**src/rtl/zskip_pkg.sv**
```systemverilog
// Shared constants and types for the zero-region skip unit.
package zskip_pkg;
    localparam int XLEN    = 32;
    localparam int NREG    = 32;
    localparam int RIDX_W  = $clog2(NREG);
    localparam int CNT_W   = 8;
    localparam int CFG_AW  = 8;

    // Field selected by the configuration word, bits [5:4]
    typedef enum logic [1:0] {
        FLD_KEY  = 2'd0,
        FLD_MASK = 2'd1,
        FLD_CTRL = 2'd2,
        FLD_NONE = 2'd3
    } fld_e;

    typedef struct packed {
        logic             valid;
        logic [CNT_W-1:0] cnt;
        logic [NREG-1:0]  mask;
        logic [XLEN-1:0]  key;
    } region_t;
endpackage

```
**src/rtl/zskip_zero_flags.sv**
```systemverilog
// Per-register zero flags. Assumes register 0 is hardwired zero; other
// flags reset to "unknown/non-zero" so nothing is skipped before software
// values are known. Updated on writeback, visible the next cycle.
module zskip_zero_flags
    import zskip_pkg::*;
(
    input  logic              clk,
    input  logic              rst_n,
    input  logic              wb_valid,
    input  logic [RIDX_W-1:0] wb_rd,
    input  logic [XLEN-1:0]   wb_data,
    output logic [NREG-1:0]   flags
);
    logic [NREG-1:1] flag_q;

    // Record whether each written register now holds zero
    always_ff @(posedge clk) begin
        if (!rst_n) begin
            flag_q <= '0;
        end else if (wb_valid && wb_rd != '0) begin
            flag_q[wb_rd] <= (wb_data == '0);
        end
    end

    assign flags = {flag_q, 1'b1};

    AST_WB_UPDATES_FLAG: assert property (@(posedge clk) disable iff (!rst_n)
        (wb_valid && wb_rd != '0) |=> (flags[$past(wb_rd)] == ($past(wb_data) == '0)));
    AST_X0_WRITE_IGNORED: assert property (@(posedge clk) disable iff (!rst_n)
        (wb_valid && wb_rd == '0) |=> (flags == $past(flags)));
endmodule

```
**src/rtl/zskip_region_table.sv**
```systemverilog
// Fully associative table of skippable regions, loaded by a select word at
// CFG_OFF and a data word at DATA_OFF. Lookup is combinational against
// fetch_pc; the lowest matching index wins.
module zskip_region_table
    import zskip_pkg::*;
#(
    parameter int NENT     = 8,
    parameter int CFG_OFF  = 4,
    parameter int DATA_OFF = 0
) (
    input  logic              clk,
    input  logic              rst_n,
    input  logic              cfg_wr,
    input  logic [CFG_AW-1:0] cfg_addr,
    input  logic [XLEN-1:0]   cfg_wdata,
    input  logic [XLEN-1:0]   fetch_pc,
    output logic              hit,
    output logic [NREG-1:0]   hit_mask,
    output logic [CNT_W-1:0]  hit_cnt
);
    localparam int IDX_W = $clog2(NENT);

    region_t          tbl [NENT];
    logic [IDX_W-1:0] sel_idx;
    fld_e             sel_fld;
    logic [NENT-1:0]  match;
    logic             wr_cfg, wr_data;

    assign wr_cfg  = cfg_wr && (cfg_addr == CFG_AW'(CFG_OFF));
    assign wr_data = cfg_wr && (cfg_addr == CFG_AW'(DATA_OFF));

    // Latch the entry index and field selected by software
    always_ff @(posedge clk) begin
        if (!rst_n) begin
            sel_idx <= '0;
            sel_fld <= FLD_KEY;
        end else if (wr_cfg) begin
            sel_idx <= cfg_wdata[IDX_W-1:0];
            sel_fld <= fld_e'(cfg_wdata[5:4]);
        end
    end

    generate
        for (genvar i = 0; i < NENT; i++) begin : g_ent
            // Store the selected field, or invalidate on a clear-all word
            always_ff @(posedge clk) begin
                if (!rst_n) begin
                    tbl[i] <= '0;
                end else if (wr_cfg && cfg_wdata[XLEN-1]) begin
                    tbl[i].valid <= 1'b0;
                end else if (wr_data && sel_idx == IDX_W'(i)) begin
                    case (sel_fld)
                        FLD_KEY:  tbl[i].key  <= cfg_wdata;
                        FLD_MASK: tbl[i].mask <= cfg_wdata[NREG-1:0];
                        FLD_CTRL: begin
                            tbl[i].cnt   <= cfg_wdata[CNT_W-1:0];
                            tbl[i].valid <= cfg_wdata[XLEN-1];
                        end
                        default: ;
                    endcase
                end
            end
            assign match[i] = tbl[i].valid && (tbl[i].key == fetch_pc);
        end
    endgenerate

    // Priority pick: lowest matching index supplies mask and count
    always_comb begin
        hit      = 1'b0;
        hit_mask = '0;
        hit_cnt  = '0;
        for (int i = NENT - 1; i >= 0; i--) begin
            if (match[i]) begin
                hit      = 1'b1;
                hit_mask = tbl[i].mask;
                hit_cnt  = tbl[i].cnt;
            end
        end
    end

    AST_CLEAR_EMPTIES: assert property (@(posedge clk) disable iff (!rst_n)
        (wr_cfg && cfg_wdata[XLEN-1]) |=> (match == '0));
    AST_ODD_OFFSET_IGNORED: assert property (@(posedge clk) disable iff (!rst_n)
        (cfg_wr && !wr_cfg && !wr_data) |=> (sel_idx == $past(sel_idx) && sel_fld == $past(sel_fld)));
endmodule

```
**src/rtl/zskip_unit.sv**
```systemverilog
// Top of the skip unit: combines the zero flags, the region table, the
// decode-stage control-flow hint and pending-write tracking into a next-PC
// decision. Assumes fixed 4-byte instructions.
module zskip_unit
    import zskip_pkg::*;
(
    input  logic              clk,
    input  logic              rst_n,
    input  logic              wb_valid,
    input  logic [RIDX_W-1:0] wb_rd,
    input  logic [XLEN-1:0]   wb_data,
    input  logic [NREG-1:0]   inflight,
    input  logic              cfg_wr,
    input  logic [CFG_AW-1:0] cfg_addr,
    input  logic [XLEN-1:0]   cfg_wdata,
    input  logic [XLEN-1:0]   fetch_pc,
    input  logic              dec_ctrl_flow,
    output logic              skip_taken,
    output logic [XLEN-1:0]   next_pc
);
    logic [NREG-1:0]  flags;
    logic             hit;
    logic [NREG-1:0]  hit_mask;
    logic [CNT_W-1:0] hit_cnt;
    logic [NREG-1:0]  pending;
    logic             cond_zero, stale;

    zskip_zero_flags u_flags (
        .clk(clk), .rst_n(rst_n), .wb_valid(wb_valid), .wb_rd(wb_rd),
        .wb_data(wb_data), .flags(flags)
    );

    zskip_region_table #(.NENT(8), .CFG_OFF(4), .DATA_OFF(0)) u_table (
        .clk(clk), .rst_n(rst_n), .cfg_wr(cfg_wr), .cfg_addr(cfg_addr),
        .cfg_wdata(cfg_wdata), .fetch_pc(fetch_pc), .hit(hit),
        .hit_mask(hit_mask), .hit_cnt(hit_cnt)
    );

    // Registers whose flag is about to change: in flight or written now
    always_comb begin
        pending = inflight & ~NREG'(1);
        if (wb_valid && wb_rd != '0) pending[wb_rd] = 1'b1;
    end

    // Skip decision and next-PC selection
    always_comb begin
        cond_zero  = ((hit_mask & ~flags) == '0);
        stale      = ((hit_mask & pending) != '0);
        skip_taken = hit && cond_zero && !stale && !dec_ctrl_flow;
        next_pc    = skip_taken ? fetch_pc + ((XLEN'(hit_cnt) + XLEN'(1)) << 2)
                                : fetch_pc + XLEN'(4);
    end

    AST_CTRL_FLOW_WINS: assert property (@(posedge clk) disable iff (!rst_n)
        dec_ctrl_flow |-> !skip_taken);
    AST_NO_STALE_SKIP: assert property (@(posedge clk) disable iff (!rst_n)
        ((hit_mask & pending) != '0) |-> !skip_taken);
    AST_SKIP_NEEDS_ZEROS: assert property (@(posedge clk) disable iff (!rst_n)
        skip_taken |-> (hit && ((hit_mask & ~flags) == '0)));
    AST_SEQ_WHEN_NO_SKIP: assert property (@(posedge clk) disable iff (!rst_n)
        !skip_taken |-> (next_pc == fetch_pc + XLEN'(4)));
endmodule

```
**config.mk**
```make
export PLATFORM = sky130hd
export DESIGN_NAME = zskip_unit
export DESIGN_NICKNAME = d
export VERILOG_FILES = /design/src/rtl/zskip_pkg.sv /design/src/rtl/zskip_zero_flags.sv /design/src/rtl/zskip_region_table.sv /design/src/rtl/zskip_unit.sv
export SDC_FILE = /design/constraint.sdc
export NUM_CORES = 2
export LEC_CHECK = 0
export ABC_CLOCK_PERIOD_IN_PS = 6750
export BUFFER_PORTS_ARGS = -buffer_cell sky130_fd_sc_hd__buf_2
export CORE_MARGIN = 2
export CORE_UTILIZATION = 50
export CTS_BUF_LIST = sky130_fd_sc_hd__clkbuf_8
export CTS_CLUSTER_SIZE = 8
export DETAILED_ROUTE_END_ITERATION = 12
export GPL_TIMING_DRIVEN = 0
export PLACE_DENSITY = 0.68
export SLEW_MARGIN = 20
export SYNTH_ARGS = -nofsm -noshare
export SYNTH_HDL_FRONTEND = slang
export SYNTH_HIERARCHICAL = 1
export SYNTH_SLANG_ARGS = --single-unit
```
**constraint.sdc**
```tcl
create_clock -name clk -period 6.75 [get_ports clk]
set_clock_uncertainty 0.1 [all_clocks]
set_input_delay 0.3375 -clock clk [delete_from_list [all_inputs] [get_ports clk]]
set_output_delay 0.3375 -clock clk [all_outputs]
set_load 0.01 [all_outputs]
```
==> impl_metrics.toml <==
[route]
drc_errors = 0
vias = 23400
firstDrtPassIters = 7
vias_per_cell = 6.00
totalWireLength_um = 107000
antenna_left = 0
drt_iter0_markers = 3199
avgRoutedWirePerCell_um = 27.4

[synth]
ys_seq_area_share_pct = 57.8
synth_area_leader_cell = "edfxtp_1"
yosysWarnings = 6
netlist_area_sq_um = 31600
async_flop_share_pct = 0
ys_types = 87
ys_ff_latch = 620
synth_fp_nets = 2753
synth.area.top_cells = "edfxtp_1 (55%), and2_1 (12%), xor2_1 (4.7%), xnor2_1 (3.2%), dfxtp_1 (2.3%)"
synth-edff-count = 584
synth.avg_cell_area_sq_um = 12.2
synth_top_cell_area_share_pct = 55.5
synth_flop_cell = "edfxtp_1"
synth_cells = 2596

[floorplanning]
die_area_sq_um = 65200
start_util_pct = 50.4
fp.dieH_um = 255
die_w_um = 255
rows = 92
boundaryPins = 179
core_sq_um = 62700

[power_and_ir_drop]
p_total_mw = 8.06
ir_drop_mv = 0.133
cellPowerDensity_nw_per_um2 = 212
leakage_nw = 14.6

[placed_design]
preCtsSetupSlack_ps = -2480
portBuffers = 174
dpl.hpwl_um = 76000
place_congestion = 0.953

[worst_setup_path]
cp_top_family = "simple AND/OR/NAND/NOR gates"
worst_setup_path_start_kind = "register"
cp-end-kind = "output pin"
cpMostUsedCell = "buf_12"
slowest_stage = "or4_4"
crit_chain = "xor2_1 > nor4_2 > nand4_1 > or4_4 > buf_12 > buf_12 > o22ai_4 > o32ai_4 > nor2b_4 > a2111oi_4 > nand4_1 > or4_4 > nor4_4 > buf_12 > nand2_4 > ha_4 > fa_2 > a211o_1 > a21oi_2 > o211a_4 > or3_4 > nor3_4 > xor2_1 > buf_2"
max_stage_delay_ps = 670
crit_type = "register to output pin"
cp_num_buf_inv = 4
worstPathRequired_ps = 6310
crit_arrival_ps = 7010
reg2reg_from = "u_table/sel_fld[1]"
cp_max_fo = 7
startpoint = "u_table/tbl[0][101]"

[clocking]
cts_buffers = 105
cts_tree = "built"
cts_sinks = 620
clk_pin_slew_ps = 60
root_buffer = "clkbuf_8"
clkLatencyLatePin_ps = 740
cts-htree-levels = 3
clk_path_buf_depth = 3

[grt]
grt_pass1_wl_um = 153000
grt_pass1_vias = 22700
grt_use_total_pct = 32.0
grt_max_degree = 26
antenna_found_initial = 5
grt_overflow = 0

[sta]
tightest_slew_ps = 1140
maxSlewHeadroom_pct = 24.3
slew_viol_final = 0
max_clock_freq_ghz = 0.134
setup_viol = 26
layout_min_cycle_time_ps = 7450
worst_slack_ps = -700
hold_viol_final = 0
whs_ps = 63.7
rsz0062_at_grt = "true"
period_share_pct = 110

[min_path]
hp-start = "wb_rd[4]"
hp-class = "input pin to register"

[cells_and_area]
area_growth_pct = 20.5
layout-drive-gt1-share_pct = 21.6
utilization_pct = 60.7
nets = 3130
fillers = 5014

[run_status]
status = "finished, violations left"
failed_checks = "negative setup slack"

[job]
maxCapViolations = 0
worst register-to-register path: cells and delay by family (launching register included):
| family | cells | cell delay, ps |
|---|---|---|
| simple gates | 4 | 1990 |
| buf+inv | 2 | 860 |
| flops | 1 | 320 |
final timing paths:
check	cells after the start	slack, ps	endpoint
worst min-delay path	4	60	u_flags/flag_q[16]
worst max-delay path	24	-700	next_pc[26]
worst min register to register	2	410	u_flags/flag_q[11]
worst max register to register	6	3320	u_table/tbl[1][277]
metal layers:
layer / up-vias / global-route usage [%] / routed length (um)
li1: 10200 / - / -
met1: 11600 / 46.0 / 42900
met2: 1406 / 48.4 / 48000
met3: 240 / 6.12 / 11900
met4: 0 / 12.0 / 4040
met5: - / 0 / 0
layout by cell type (no fill, tap or decap), types with 12 or more instances in the layout:
cell,instances
xnor2_1,107
dlygate4sd3_1,39
buf_6,20
nand2b_1,12
o21a_1,40
nand2_1,38
nand4_1,39
nor4_2,13
buf_4,40
xor2_1,165
buf_2,214
clkbuf_1,110
buf_16,18
dfxtp_1,36
o22ai_1,33
nor4_1,31
o21ai_4,17
clkbuf_8,116
a21o_1,36
o211ai_1,32
mux2i_1,13
inv_1,68
edfxtp_1,584
nor3_1,17
nor2_1,110
nand3_1,61
o31ai_1,31
o32ai_4,13
o21ai_0,17
o32ai_1,15
nor2b_1,14
and2_1,589
clkinv_1,34
a221oi_1,39
a221oi_2,30
cells by family after synthesis:
| family | Yosys count | share of synthesized area, % |
|---|---|---|
| AOI/OAI and AO/OA | 392 | 10.1 |
| muxes | 16 | 0.590 |
| adders and majority gates | 11 | 0.459 |
| buffers and inverters | 248 | 3.96 |
| and+or+nand+nor | 1022 | 19.2 |
| DFF | 620 | 57.8 |
| other | 1 | 0.0119 |
| xor gates and xnor gates | 286 | 7.93 |
power breakdown:
part / switching (mW) / internal [mW]
clock: 1.58 / 1.46
combinational: 0.433 / 0.212
sequential: 0.0537 / 4.31
total: 2.07 / 5.99
Yosys cell counts, types with 12 or more instances:
library cell  number
a21o_1            36
a21oi_1           13
a221oi_1          47
a221oi_2          30
and2_1           589
buf_2             42
buf_6             16
clkbuf_1         129
dfxtp_1           36
edfxtp_1         584
inv_1             35
mux2i_1           13
nand2_1           40
nand2b_1          12
nand3_1           66
nand4_1           39
nor2_1           118
nor2b_1           18
nor3_1            22
nor4_1            50
o211ai_1          32
o21a_1            40
o21ai_0           44
o22ai_1           40
o31ai_1           31
o32ai_1           31
xnor2_1          117
xor2_1           169
stage by stage:
step | area, sq um | TNS [ps] | cells
2_1_floorplan | 31600 | 0 | 2596
3_3_place_gp | 33500 | -81790 | 3616
3_5_place_dp | 34200 | -60910 | 3635
4_1_cts | 37500 | -8650 | 3886
5_1_grt | 38100 | -16950 | 3905
6_report | 38100 | -13640 | 3906
cell type report:
type / instances / area [sq um] / share of cell area, %
inverter: 39 / 146 / 0.384
sequential: 620 / 18300 / 47.9
timing repair buffer: 273 / 2130 / 5.60
tap: 846 / 1060 / 2.78
clock inverter: 84 / 379 / 0.995
antenna: 4 / 10.0 / 0.0263
multi-input combinational: 1728 / 13400 / 35.3
buffer: 206 / 1210 / 3.17
clock buffer: 106 / 1460 / 3.83
state kept, by name, summed over array words and instances, names as in the netlist:
name,cells
u_flags/flag_q,31
u_table/sel_fld,2
u_table/sel_idx,3
u_table/tbl,584
what timing repair did:
action / CTS / global route
endpoints found under the hold margin: 176 / 0
pin swaps: 59 / 59
gates resized for setup: 141 / 95
buffers inserted: 24 / 18
setup endpoints to repair: 31 / 27
hold buffers: 39 / 0
No activity file was read; power rests on OpenSTA's default activity.
